`src/rtl/spi_bidir_pkg.sv`:
```
package spi_bidir_pkg;

   localparam logic [1:0] A_CTRL = 2'd0;
   localparam logic [1:0] A_MODE = 2'd1;
   localparam logic [1:0] A_DATA = 2'd2;

   localparam int B_MODFEN = 4;
   localparam int B_OE     = 3;
   localparam int B_STOP   = 1;
   localparam int B_PC     = 0;

   typedef struct packed {
      logic modfen;
      logic oe;
      logic stop;
      logic pc;
   } ctrl_t;

endpackage

```
`src/rtl/spi_bidir_sync.sv`:
```
module spi_bidir_sync #(
   parameter int         W       = 1,
   parameter int         STAGES  = 2,
   parameter logic [W-1:0] INIT  = '0
) (
   input  logic         clk,
   input  logic         rst_n,
   input  logic [W-1:0] d,
   output logic [W-1:0] q
);

   logic [W-1:0] st [STAGES];

   generate
      if (STAGES < 2) begin : g_bad_stages
         $error("spi_bidir_sync: STAGES must be at least 2");
      end
      for (genvar i = 0; i < STAGES; i++) begin : g_stage
         if (i == 0) begin : g_first
            always_ff @(posedge clk or negedge rst_n) begin
               if (!rst_n) st[0] <= INIT;
               else        st[0] <= d;
            end
         end else begin : g_next
            always_ff @(posedge clk or negedge rst_n) begin
               if (!rst_n) st[i] <= INIT;
               else        st[i] <= st[i-1];
            end
         end
      end
   endgenerate

   assign q = st[STAGES-1];

endmodule

```
`src/rtl/spi_bidir_regs.sv`:
```
module spi_bidir_regs
   import spi_bidir_pkg::*;
(
   input  logic       clk,
   input  logic       rst_n,
   input  logic       wr,
   input  logic [1:0] addr,
   input  logic [7:0] wdata,
   input  logic       ss_low,
   output ctrl_t      ctl,
   output logic       master,
   output logic       fault,
   output logic       abort
);

   ctrl_t nxt;
   logic  ctl_wr, mode_wr, fault_evt, cfg_chg, mst_chg;

   always_comb begin
      nxt.modfen = wdata[B_MODFEN];
      nxt.oe     = wdata[B_OE];
      nxt.stop   = wdata[B_STOP];
      nxt.pc     = wdata[B_PC];
   end

   assign ctl_wr    = wr && (addr == A_CTRL);
   assign mode_wr   = wr && (addr == A_MODE);
   assign fault_evt = master && ctl.modfen && ss_low;
   // pin arrangement change, or driver change while the shared pin is in use
   assign cfg_chg   = ctl_wr && ((nxt.pc != ctl.pc) || (ctl.pc && (nxt.oe != ctl.oe)));
   assign mst_chg   = mode_wr && (wdata[0] != master);
   assign abort     = fault_evt || (master && (cfg_chg || mst_chg));

   always_ff @(posedge clk or negedge rst_n) begin
      if (!rst_n) begin
         ctl    <= '0;
         master <= 1'b0;
         fault  <= 1'b0;
      end else begin
         if (ctl_wr) ctl <= nxt;
         if (fault_evt)    master <= 1'b0;
         else if (mode_wr) master <= wdata[0];
         if (fault_evt)    fault <= 1'b1;
         else if (mode_wr) fault <= 1'b0;
      end
   end

endmodule

```
`src/rtl/spi_bidir_engine.sv`:
```
module spi_bidir_engine #(
   parameter int DIV_HALF = 4
) (
   input  logic       clk,
   input  logic       rst_n,
   input  logic       master,
   input  logic       run_en,
   input  logic       abort,
   input  logic       data_wr,
   input  logic [7:0] wdata,
   input  logic       m_din,
   input  logic       s_sck,
   input  logic       s_ss_n,
   input  logic       s_din,
   output logic       sck_r,
   output logic       tx_bit,
   output logic       busy_o,
   output logic       m_busy,
   output logic       done,
   output logic [7:0] rx
);

   localparam int DW = (DIV_HALF > 1) ? $clog2(DIV_HALF) : 1;
   localparam logic [DW-1:0] DIV_LAST = DW'(DIV_HALF - 1);

   generate
      if (DIV_HALF < 1) begin : g_bad_div
         $error("spi_bidir_engine: DIV_HALF must be at least 1");
      end
   endgenerate

   logic [7:0]    sh;
   logic [2:0]    cnt;
   logic [DW-1:0] div;
   logic          samp, sck_prev;
   logic          m_tick, s_rise, s_take, m_fin, s_fin;

   assign m_tick = master && m_busy && run_en && (div == DIV_LAST);
   assign s_rise = s_sck && !sck_prev;
   assign s_take = !master && !s_ss_n && run_en && s_rise;
   assign m_fin  = m_tick && sck_r && (cnt == 3'd7) && !abort;
   assign s_fin  = s_take && (cnt == 3'd7);

   always_ff @(posedge clk or negedge rst_n) begin
      if (!rst_n) begin
         sh       <= '0;
         cnt      <= '0;
         div      <= '0;
         samp     <= 1'b0;
         sck_r    <= 1'b0;
         m_busy   <= 1'b0;
         rx       <= '0;
         done     <= 1'b0;
         sck_prev <= 1'b0;
      end else begin
         sck_prev <= s_sck;
         if (m_fin || s_fin) done <= 1'b1;
         else if (data_wr)   done <= 1'b0;

         if (abort) begin
            m_busy <= 1'b0;
            sck_r  <= 1'b0;
            div    <= '0;
            cnt    <= '0;
         end else if (master) begin
            if (data_wr && !m_busy) begin
               sh     <= wdata;
               m_busy <= 1'b1;
               sck_r  <= 1'b0;
               div    <= '0;
               cnt    <= '0;
            end else if (m_busy && run_en) begin
               if (div == DIV_LAST) begin
                  div <= '0;
                  if (!sck_r) begin
                     sck_r <= 1'b1;
                     samp  <= m_din;
                  end else begin
                     sck_r <= 1'b0;
                     sh    <= {sh[6:0], samp};
                     cnt   <= cnt + 3'd1;
                     if (cnt == 3'd7) begin
                        m_busy <= 1'b0;
                        rx     <= {sh[6:0], samp};
                     end
                  end
               end else begin
                  div <= div + DW'(1);
               end
            end
         end else begin
            m_busy <= 1'b0;
            sck_r  <= 1'b0;
            if (s_ss_n) begin
               cnt <= '0;
               if (data_wr) sh <= wdata;
            end else if (s_take) begin
               // slave shifts after the synchronized rising edge; the next
               // bit is settled well before the master's following rise
               sh  <= {sh[6:0], s_din};
               cnt <= cnt + 3'd1;
               if (cnt == 3'd7) rx <= {sh[6:0], s_din};
            end else if (data_wr && (cnt == 3'd0)) begin
               sh <= wdata;
            end
         end
      end
   end

   assign tx_bit = sh[7];
   assign busy_o = m_busy || (!master && (cnt != 3'd0));

endmodule

```
`src/rtl/spi_bidir_pins.sv`:
```
module spi_bidir_pins (
   input  logic master,
   input  logic pc,
   input  logic oe,
   input  logic sel,
   input  logic tx_bit,
   input  logic sck_r,
   input  logic mosi_i,
   input  logic miso_i,
   input  logic s_mosi,
   input  logic s_miso,
   output logic sck_o,
   output logic sck_oe,
   output logic mosi_o,
   output logic mosi_oe,
   output logic miso_o,
   output logic miso_oe,
   output logic m_din,
   output logic s_din
);

   logic drv_ok;

   assign drv_ok  = pc ? oe : 1'b1;
   assign sck_o   = sck_r;
   assign sck_oe  = master;
   assign mosi_o  = master ? tx_bit : 1'b0;
   assign mosi_oe = master && drv_ok;
   assign miso_o  = master ? 1'b0 : tx_bit;
   assign miso_oe = !master && sel && drv_ok;
   assign m_din   = pc ? mosi_i : miso_i;
   assign s_din   = pc ? s_miso : s_mosi;

endmodule

```
`src/rtl/spi_bidir.sv`:
```
module spi_bidir
   import spi_bidir_pkg::*;
#(
   parameter int DIV_HALF    = 4,
   parameter int SYNC_STAGES = 2
) (
   input  logic       clk,
   input  logic       rst_n,
   input  logic       reg_wr,
   input  logic [1:0] reg_addr,
   input  logic [7:0] reg_wdata,
   output logic [7:0] reg_rdata,
   input  logic       wait_req,
   input  logic       sck_in,
   output logic       sck_o,
   output logic       sck_oe,
   input  logic       ss_i,
   input  logic       mosi_i,
   output logic       mosi_o,
   output logic       mosi_oe,
   input  logic       miso_i,
   output logic       miso_o,
   output logic       miso_oe
);

   ctrl_t      ctl;
   logic       mst, fault, abort, run_en, data_wr;
   logic       c_modfen, c_oe, c_stop, c_pc;
   logic       sck_r, tx_bit, busy_any, eng_busy, done;
   logic       m_din, s_din;
   logic [7:0] rx;
   logic [3:0] syn_q;
   logic       s_sck, ss_s, s_mosi, s_miso;

   spi_bidir_sync #(.W(4), .STAGES(SYNC_STAGES), .INIT(4'b0100)) u_sync (
      .clk(clk), .rst_n(rst_n),
      .d({miso_i, ss_i, mosi_i, sck_in}),
      .q(syn_q)
   );
   assign {s_miso, ss_s, s_mosi, s_sck} = syn_q;

   spi_bidir_regs u_regs (
      .clk(clk), .rst_n(rst_n), .wr(reg_wr), .addr(reg_addr), .wdata(reg_wdata),
      .ss_low(!ss_s), .ctl(ctl), .master(mst), .fault(fault), .abort(abort)
   );

   assign c_modfen = ctl.modfen;
   assign c_oe     = ctl.oe;
   assign c_stop   = ctl.stop;
   assign c_pc     = ctl.pc;
   assign run_en   = !(c_stop && wait_req);
   assign data_wr  = reg_wr && (reg_addr == A_DATA);

   spi_bidir_engine #(.DIV_HALF(DIV_HALF)) u_eng (
      .clk(clk), .rst_n(rst_n), .master(mst), .run_en(run_en), .abort(abort),
      .data_wr(data_wr), .wdata(reg_wdata), .m_din(m_din),
      .s_sck(s_sck), .s_ss_n(ss_s), .s_din(s_din),
      .sck_r(sck_r), .tx_bit(tx_bit), .busy_o(busy_any), .m_busy(eng_busy),
      .done(done), .rx(rx)
   );

   spi_bidir_pins u_pins (
      .master(mst), .pc(c_pc), .oe(c_oe), .sel(!ss_s), .tx_bit(tx_bit), .sck_r(sck_r),
      .mosi_i(mosi_i), .miso_i(miso_i), .s_mosi(s_mosi), .s_miso(s_miso),
      .sck_o(sck_o), .sck_oe(sck_oe), .mosi_o(mosi_o), .mosi_oe(mosi_oe),
      .miso_o(miso_o), .miso_oe(miso_oe), .m_din(m_din), .s_din(s_din)
   );

   always_comb begin
      unique case (reg_addr)
         A_CTRL:  reg_rdata = {3'b000, c_modfen, c_oe, 1'b0, c_stop, c_pc};
         A_MODE:  reg_rdata = {4'b0000, busy_any, done, fault, mst};
         A_DATA:  reg_rdata = rx;
         default: reg_rdata = 8'h00;
      endcase
   end

endmodule

```
`config.mk`:
```
export PLATFORM = sky130hd
export DESIGN_NAME = spi_bidir
export DESIGN_NICKNAME = d
export VERILOG_FILES = /design/src/rtl/spi_bidir_pkg.sv /design/src/rtl/spi_bidir_sync.sv /design/src/rtl/spi_bidir_regs.sv /design/src/rtl/spi_bidir_engine.sv /design/src/rtl/spi_bidir_pins.sv /design/src/rtl/spi_bidir.sv
export SDC_FILE = /design/constraint.sdc
export NUM_CORES = 1
export LEC_CHECK = 0
export BUFFER_PORTS_ARGS = -buffer_cell sky130_fd_sc_hd__buf_2
export CAP_MARGIN = 20
export CORE_MARGIN = 5
export CORE_UTILIZATION = 60
export CTS_CLUSTER_DIAMETER = 120
export DETAILED_ROUTE_END_ITERATION = 16
export GPL_TIMING_DRIVEN = 0
export PLACE_DENSITY = 0.84
export SLEW_MARGIN = 20
export SYNTH_ARGS = -nofsm -noshare
export SYNTH_HDL_FRONTEND = slang
export SYNTH_SLANG_ARGS = --single-unit
```
`constraint.sdc`:
```
create_clock -name clk -period 2.8 [get_ports clk]
set_input_delay 0.14 -clock clk [delete_from_list [all_inputs] [get_ports clk]]
set_output_delay 0.14 -clock clk [all_outputs]
set_load 0.01 [all_outputs]
```
; Word-level counts from Yosys, hierarchy flattened
; Cells that the tools add are included.
[classes]
addsub = 2
mul = 0
n_reduce_logical = 56
n_eq_ne = 21
n_bitwise = 3
shifts = 0
n_lt_le_gt_ge = 0
n_mux = 56
div = 0
[ops]
columns = op, count
row1 = 8-bit 2-to-1 mux, 18
row2 = 1-bit logical AND, 27
row3 = 1-bit 2-to-1 mux, 24
row4 = 3-bit 2-to-1 mux, 8
row5 = 8-bit one-hot mux with 3 select lines, 1
row6 = "4-bit by 1-bit != test with 1-bit output, second input constant", 4
row7 = "3-bit by 1-bit != test with 1-bit output, second input constant", 4
row8 = 6-bit AND reduction, 2
row9 = 2-bit 2-to-1 mux, 5
row10 = 2-bit nonzero test, 5
row11 = 9-bit AND reduction, 1
row12 = "2-bit by 1-bit != test with 1-bit output, second input constant", 4
row13 = 4-bit AND reduction, 2
row14 = 4-bit nonzero test, 2
row15 = 1-bit zero test, 6
row16 = 3-bit nonzero test, 2
row17 = 1-bit logical OR, 5
row18 = "2-bit equality test, second input constant", 2
row19 = 2-bit AND reduction, 2
row20 = "3-bit by 1-bit adder with 3-bit output, second input constant", 1
row21 = "3-bit equality test, second input constant", 1
row22 = 3-bit zero test, 1
row23 = 1-bit != test, 3
row24 = "3-bit != test, second input constant", 1
row25 = other kinds (5), 7
[word_totals]
mem_count = 0
latchBits = 0
output_inout_bits = 14
rom_bits = 0
ff_bits = 40
input_bits = 18
mem_bits_rw = 0
wordCells = 155

; Logic depth before layout (Yosys ltp)
; Gate-level depths: netlist (run 1).
[depth]
word_depth = 11
mapped_depth = 7

; Modules after synthesis
; A second synthesis (run 1) with hierarchy kept.
[hier_totals]
cells_unflattened = 193
area_unflattened_um2 = 2220.9
[modules_own_cells]
columns = module, n_inst, area_each_um2, cells_per_inst
row1 = spi_bidir_engine, 1, 1478.9, 132
row2 = spi_bidir_regs, 1, 287.8, 21
row3 = spi_bidir_sync, 1, 232.7, 12
row4 = spi_bidir, 1, 141.4, 18
row5 = spi_bidir_pins, 1, 80.1, 10

; Worst setup path after synthesis (run 1)
; Ideal clock, no wire load.
[synth_path]
path_type = register to register
startpoint = register u_eng.m_busy
endpoint = register u_eng.sh[1]
t_required_ps = 2675
path_slack_ps = 1027
setup_ps = 125
stages_incl_launch_ff = 6
t_arrival_ps = 1648
synth_period_minus_slack_ps = 1773
cell_sequence = dfrtp_1 and4bb_4 nor2_4 nor2_2 mux2_1 mux2_4
[synth_via]
elab_chain_len = 4
word_cells_on_any_way = 9
cone_classes = eq/ne (3) / mux (2) / reduce/logical (4)
[synth_lines]
columns = item, line
row1 = from (decl), spi_bidir_engine.sv:18  ; output logic m_busy,
row2 = from (signal assigned), spi_bidir_engine.sv:51  ; m_busy <= 1'b0;
row3 = from (signal assigned), spi_bidir_engine.sv:61  ; m_busy <= 1'b0;
row4 = from (signal assigned), spi_bidir_engine.sv:68  ; m_busy <= 1'b1;
row5 = 1-bit zero test, spi_bidir_engine.sv:66  ; if (data_wr && !m_busy) begin
row6 = 1-bit logical AND, spi_bidir_engine.sv:66
row7 = 3-bit by 1-bit != test with 1-bit output (no source line) or 8-bit 2-to-1 mux (tied branches), n/a
row8 = 6-bit AND reduction (no source line) or 8-bit 2-to-1 mux (tied branches), n/a
row9 = to (signal assigned), spi_bidir_engine.sv:67  ; sh <= wdata;
row10 = to (signal assigned), spi_bidir_engine.sv:80  ; sh <= {sh[6:0], samp};
row11 = to (signal assigned), spi_bidir_engine.sv:96  ; if (data_wr) sh <= wdata;
row12 = to (decl), spi_bidir_engine.sv:32  ; logic [7:0] sh;
; Parallel ways exist; a longest one is shown, timed or not.
; A chain may end at the register's enable or synchronous reset.

; Final worst setup path (run 1)
[layout_path]
startpoint = register u_regs.master
endpoint = output port reg_rdata[3]
[layout_via]
elab_chain_len = 4
[layout_lines]
columns = item, line
row1 = from (decl), spi_bidir_regs.sv:11  ; output logic master,
row2 = from (signal assigned), spi_bidir_regs.sv:42  ; else if (mode_wr) master <= wdata[0];
row3 = 1-bit zero test, spi_bidir_engine.sv:111  ; assign busy_o = m_busy || (!master && (cnt != 3'd0));
row4 = 1-bit logical AND, spi_bidir_engine.sv:111
row5 = 1-bit logical OR, spi_bidir_engine.sv:111
row6 = 8-bit one-hot mux with 3 select lines, spi_bidir.sv:70  ; unique case (reg_addr)
row7 = to (decl), spi_bidir.sv:12  ; output logic [7:0] reg_rdata,
; Every way passes these cells.

==> results of run 1 <==
-- sequential cells by signal, summed over array words and instances, names as in the netlist, 2 cells and up --
| register | flops |
|---|---|
| u_eng.rx | 8 |
| u_eng.sh | 8 |
| u_regs.ctl | 4 |
| u_sync.q | 4 |
| u_sync.st | 4 |
| u_eng.cnt | 3 |
| u_eng.div | 2 |
-- kinds of logic (layout without fill, tap and decap cells) --
kind of cell               count (synthesis)  in the layout  synth area share, %
xor gates and xnor gates                   2              2                0.859
and+or+nand+nor                           50             50                 14.2
DFF                                       40             40                 49.2
AOI/OAI and AO/OA                         28             28                 11.1
buffers and inverters                      8             51                 2.39
adders and majority gates                  4              4                 2.45
muxes                                     34             34                 19.8
-- per-layer routing --
layer	vias to the layer above	global-route usage [%]	part of all wire, %
met3	7	6.40	7.0
met5	-	0	0
met1	711	26.6	41
met4	0	10.2	1.7
li1	683	-	-
met2	56	36.1	51
-- cell type report --
class,count,area (sq um),area share (%)
Tap cell,46,57.6,2.42
Buffer,4,33.8,1.42
Multi-Input combinational cell,118,988,41.6
Inverter,4,15.0,0.631
Sequential cell,40,1000,42.2
Timing Repair Buffer,35,200,8.42
Clock inverter,3,42.5,1.79
Clock buffer,5,37.5,1.58
-- critical path: cells and delay by family (launching register included) --
kind,cells,cell delay (ps)
AO/OA/AOI/OAI,2,350
buffers and inverters,2,620
flip-flops,1,500
AND/OR/NAND/NOR,1,120
-- power breakdown --
group          internal (uW)  leakage (uW)  total, uW  switching (uW)
sequential               673      0.000508        751            78.0
clock                    186     0.0000412        384             198
combinational            230      0.000616        447             218
total                   1090       0.00116       1580             493
-- cells in the mapped netlist (all sizes together) (2+ instances only) --
| master | n | area [sq um] |
|---|---|---|
| nand3 | 5 | 25.0 |
| dfrtp | 38 | 951 |
| mux2i | 7 | 70.1 |
| nand3b | 2 | 15.0 |
| a32o | 2 | 20.0 |
| a21boi | 2 | 26.3 |
| nor2b | 5 | 33.8 |
| o31ai | 2 | 15.0 |
| and3 | 2 | 12.5 |
| mux2 | 27 | 334 |
| a21oi | 2 | 10.0 |
| a22o | 3 | 26.3 |
| xor2 | 2 | 17.5 |
| inv | 4 | 15.0 |
| nor2 | 10 | 47.6 |
| nand2 | 15 | 63.8 |
| dfstp | 2 | 52.6 |
| and2 | 5 | 31.3 |
| ha | 4 | 50.1 |
| o21ai | 10 | 50.0 |
| buf | 3 | 30.0 |
-- path summary, 6_finish.rpt --
kind                       slack [ps]           from  cells after the start            end
max                               710  u_regs.master                      5   reg_rdata[3]
min                                30   reg_wdata[1]                      2  u_regs.ctl[1]
max reg2reg                       710   u_eng.m_busy                      5    u_eng.sh[4]
min reg2reg                       370   u_sync.st[7]                      0    u_sync.q[3]
max in group asynchronous        1820          rst_n                      2   u_eng.div[0]
min in group asynchronous         440          rst_n                      2    u_eng.sh[4]
-- repair_timing --
action                    4_1_cts  5_1_grt
hold endpoints to repair       42        0
resized for setup               0        0
hold buffers                    5        0
-- per-stage QoR --
step | instances | setup slack (ps)
after global placement | 242 | 806
after CTS | 255 | 730
final | 255 | 715
after detailed placement | 242 | 749
after global routing | 255 | 589
after floorplan | 166 | 1030
==> metrics.md, run 1 <==
| Metric | Value |
|---|---|
| Endpoints failing hold | 0 |
| Clock-pin slew on the worst setup and hold paths | between 100 and 150 ps |
| Pleak | around 0.0012 uW |
| Post-Route WL | approximately 4400 um |
| # IOs | 32 |
| Initial antenna violation count | 0 |
| Total power | 1580 uW |
| Crit-path cells | clkbuf_1 -> nor2_1 -> o21ai_0 -> o21ai_0 -> buf_2 |
| DRC | 0 |
| Cells after Synth | around 170 |
| Period minus WS final | 2090 ps |
| Largest net degree at the start of global routing | 41 |
| Worst rel slew slack | between 40 and 50% |
| Iteration-0 DRC Markers | 126 |
| Chip Height | roughly 68 um |
| Worst-margin pin slew | roughly 890 ps |
| Post-DP HPWL | between 3000 and 4000 um |
| WS Path Type | register to output pin |
| Avg WL per Cell | 17.4 um |
| Port bufs | 30 |
| Commonest non-fill, non-tap cell in the layout | dfrtp_1 |
| Vias in the first global route | between 1.5k and 2k |
| Final Cell Area | 2380 sq um |
| Clock sinks | 40 |
| Hold Path Class | input pin to register |
| Ys flop type | dfrtp_1 |
| Post-layout util | 71.8% |
| Max incr delay on CP | 500 ps |
| DRT antenna net count | 0 |
| Peak VDD IR | between 300 and 400 uV |
| NumNets Final | 230 |
| GRT Util Overall | between 20 and 25% |
| PD cells | about 660 nW/um^2 |
| Max-cap violations | 0 |
| CTS tree | built |
| CP max FO | 10 |
| Placed inst area | 2250 sq um |
| Yosys reg bits | 40 |
| Synthesis-to-finish area growth | 16.6% |
| Core area | approximately 3300 sq um |
| Most frequent cells in the layout | 38 x dfrtp_1, 30 x buf_2, 14 x nand2_1, 14 x mux2_1 |
| Clk root buf | clkbuf_4 |
| Row cnt | 21 |
| EDFF count, synth | 0 |
| Syn avg cell area | between 10 and 15 sq um |
| Vias/cell | roughly 5.7 |
| Status | complete, no violations |
| GR Overflow Total | 0 |
| FFs w/ async S/R, synth | 100% |
| Tcrit/Tclk final | ~74% |
| Clk_skew | a little under 7 ps |
| Antenna Cells | 0 |
| Slowest cell on crit path | dfrtp_1 |
| Yosys warnings | 0 |
| Distinct cells, synth | 44 |
| Share of cells above drive strength 1 | 31.6% |
| Via count | between 1k and 1.5k |
| CTS buffer count | 5 |
| First-pass iteration count of the detailed router | 4 |
| Full die area | approximately 4700 sq um |
| CP Capture Type | output pin |
| Slew Limit Fails | 0 |
| # setup viols final | 0 |
| Crit start category | register |
| H-tree depth | 2 |
| Max Freq | around 480 MHz |
| Sequential-to-total area share from yosys stat | between 40% and 50% |
| DIE WIDTH | around 68 um |
| Worst EP required | 2660 ps |
| Post-Syn Nets | roughly 190 |
| Clk Latency, worst-skew pair | around 360 ps |
| Post-Syn Area | 2040 sq um |
| Setup TNS | 0 ps |
| Fillers | 233 |
| Initial core utilization | about three fifths |
| First-pass GRT wire length | between 7000 and 8000 um |
| Critical Path AT | between 1500 and 2000 ps |
| Setup repair bufs after CTS | 0 |
| Worst hold slack | between 30 and 40 ps |
| Placer Congestion | 0.899 |
| Clock Tree Buf Depth | 2 |
| Unrepaired setup endpoints after global routing | false |
| Most frequent CP cell | o21ai_0 |
No activity file was read; power rests on OpenSTA's default activity.
==> run 2, diff against run 1 <==
- CORE_UTILIZATION: 60 -> 56
- PLACE_DENSITY: 0.84 -> 0.79
- clock period: 2.8 -> 2.1 ns (I/O delays scaled with it)
==> run 2 against run 1 <==
  * Register-to-register slack worse by 690 ps
  * Critical path depth stayed put
  * Via count is 0.21% higher
  * Total power is 32% higher
  * Sequential cell count stayed put
  * Clock power is 26% higher
  * Clock skew is 1.5 ps lower
  * Largest power group unchanged
  * Largest cell class unchanged
==> metrics.md, run 2 (synthesis gave the netlist of run 1 again) <==
| Metric | Value |
|---|---|
| Iteration-0 DRC Markers | 68 (-46%) |
| Share of cells above drive strength 1 | 30.6% (-0.96 points) |
| H-tree depth | 2 (unchanged) |
| Antenna Cells | 0 (unchanged) |
| GR Overflow Total | 0 (unchanged) |
| Clk root buf | clkbuf_8 |
| First-pass GRT wire length | 7010 um (-5.0%) |
| CTS tree | built |
| Period minus WS final | around 2100 ps |
| Int Power | 1440 uW (+32%) |
| DRC | 0 (unchanged) |
| Dpl ws | 72.0 ps (-677 ps) |
| Max Freq | approximately 480 MHz |
| Initial core utilization | 56.6% (-5.0 points) |
| Avg WL per Cell | 16.6 um (-4.8%) |
| GRT Util Overall | 18.1% (-3.9 points) |
| Chip Height | 70.4 um (+3.0%) |
| Clock-pin slew on the worst setup and hold paths | 70 ps (-50 ps) |
| Clk_skew | 5.46 ps (-1.46 ps) |
| Port bufs | 30 (unchanged) |
| Core area | 3610 sq um (+8.9%) |
| RR Startpoint | u_regs.master |
| WHS Endpoint | u_regs.ctl[1] |
| Final Cell Area | 2390 sq um (+0.37%) |
| Placed inst area | 2250 sq um (+0.11%) |
| Most frequent cells in the layout | 38 x dfrtp_1, 30 x buf_2, 14 x nand2_1, 14 x mux2_1 |
| Slowest cell on crit path | dfrtp_1 |
| Crit-path cells | nor2_1 -> and3_1 -> o21ai_1 -> a22oi_4 -> mux2_4 |
| Clock Tree Buf Depth | 2 (unchanged) |
| WP buf/inv | 0 (-2) |
| Peak VDD IR | 468 uV (+22%) |
| Setup ws final | 21.5 ps (-693 ps) |
| DRT antenna net count | 0 (unchanged) |
| Clock sinks | 40 (unchanged) |
| Post-Route WL | 4260 um (-4.1%) |
| Worst rel slew slack | 43.1% (+2.2 points) |
| Synthesis-to-finish area growth | 17.0% |
| Sw frac | 30.9% (-0.25 points) |
| Pleak | 0.00117 uW (+0.23%) |
| Full die area | 4950 sq um (+6.1%) |
| Hold path depth | 2 (unchanged) |
| WS Path Type | register to register |
| Vias in the first global route | 1526 (-3.9%) |
| Placer Congestion | 0.842 (-6.3%) |
| Clock power frac | 23.1% (-1.2 points) |
| P_sw | 645 uW (+31%) |
| Row cnt | 22 (+4.8%) |
| Status | complete, no violations |
| Critical Path AT | 2250 ps (+300 ps) |
| CP max FO | 8 (-2) |
| Logic pwr share | 28.6% (+0.3 points) |
| CTS buffer count | 5 (unchanged) |
| Largest regs | u_eng.rx x8, u_eng.sh x8 |
| Largest net degree at the start of global routing | 41 (unchanged) |
| # setup viols final | 0 (unchanged) |
| Launch point of the worst path | u_regs.master |
| Slew Limit Fails | 0 (unchanged) |
| DIE WIDTH | 70.4 um (+3.0%) |
| Initial antenna violation count | 0 (unchanged) |
| Worst EP required | 2270 ps (-390 ps) |
| Via count | 1460 (+0.21%) |
| Worst R2R End | u_eng.sh[3] |
| Sequential Power Share | 48.2% (+0.7 points) |
| Reg2Reg Depth | 5 (unchanged) |
| Endpoints failing hold | 0 (unchanged) |
| Crit start category | register |
| Max-cap violations | 0 (unchanged) |
| Vias/cell | 5.68 (-0.57%) |
| Worst path top cell family by delay | simple AND/OR/NAND/NOR gates |
| First-pass iteration count of the detailed router | 4 (unchanged) |
| Setup repair bufs after CTS | 0 (unchanged) |
| Post-DP HPWL | 3090 um (-5.0%) |
| CP Capture Type | register |
| Register-to-register setup slack | 20 ps (-690 ps) |
| Tcrit/Tclk final | between 90 and 100% |
| NumNets Final | 230 (unchanged) |
| Hold path start | reg_wdata[1] |
| Max incr delay on CP | 470 ps (-30 ps) |
| Commonest non-fill, non-tap cell in the layout | dfrtp_1 |
| # IOs | 32 (unchanged) |
| PD cells | 873 nW/um^2 (+31%) |
| Hold Path Class | input pin to register |
| Clk Latency, worst-skew pair | 290 ps (-70 ps) |
| Worst-margin pin slew | 853 ps (-33.1 ps) |
-- run 2: layout make-up --
| class | instances | area [sq um] |
|---|---|---|
| well taps | 48 | 60.1 |
| multi-input cells | 118 | 993 |
| plain buffers | 4 | 33.8 |
| clock inverters | 1 | 5.00 |
| clock buffers | 7 | 76.3 |
| flip-flops and latches | 40 | 1000 |
| fillers | 277 | 1220 |
| repair buffers | 35 | 200 |
| inverters | 4 | 15.0 |
-- run 2: metal layers --
layer | share of wire (%) | global-route usage [%] | vias up
li1 | - | - | 679
met1 | 41 | 21.5 | 718
met2 | 50 | 30.0 | 49
met3 | 6.7 | 6.76 | 14
met4 | 2.3 | 6.17 | 0
met5 | 0 | 0 | -
-- run 2: worst max-delay path by stage --
| stage | end | slack (ps) | cells after the start |
|---|---|---|---|
| final | u_eng.sh[3] | 20 | 5 |
| after global routing | u_eng.sh[1] | -50 | 5 |
| after CTS | u_eng.sh[4] | 40 | 5 |
| after detailed placement | u_eng.sh[4] | 70 | 5 |
| after global placement | u_eng.sh[4] | 110 | 5 |
| after floorplan | u_eng.sh[1] | 330 | 5 |
-- run 2: repair_timing --
action                                 CTS  global route
resized for setup                        0             1
hold buffers                             5             0
endpoints found under the hold margin   42             0
setup endpoints to repair                0             7
-- run 2: power by group through the flow --
stage          registers, uW  logic [uW]  clock network (uW)
3_5_place_dp            1010         582                   0
6_report                1010         597                 482
3_3_place_gp            1000         559                   0
5_1_grt                 1020         653                 526
4_1_cts                 1000         593                 499
2_1_floorplan            979         429                   0
-- run 2: metrics by stage --
stage                     setup TNS, ps  util, %  power [uW]  instances  hold slack (ps)
after global placement                0     62.4        1560        244              210
after CTS                             0     66.1        2090        257             57.7
after global routing               -308     66.2        2200        257             70.0
final                                 0     66.2        2080        257             66.1
after detailed placement              0     62.4        1600        244              215
after floorplan                       0        -        1410        166             -191
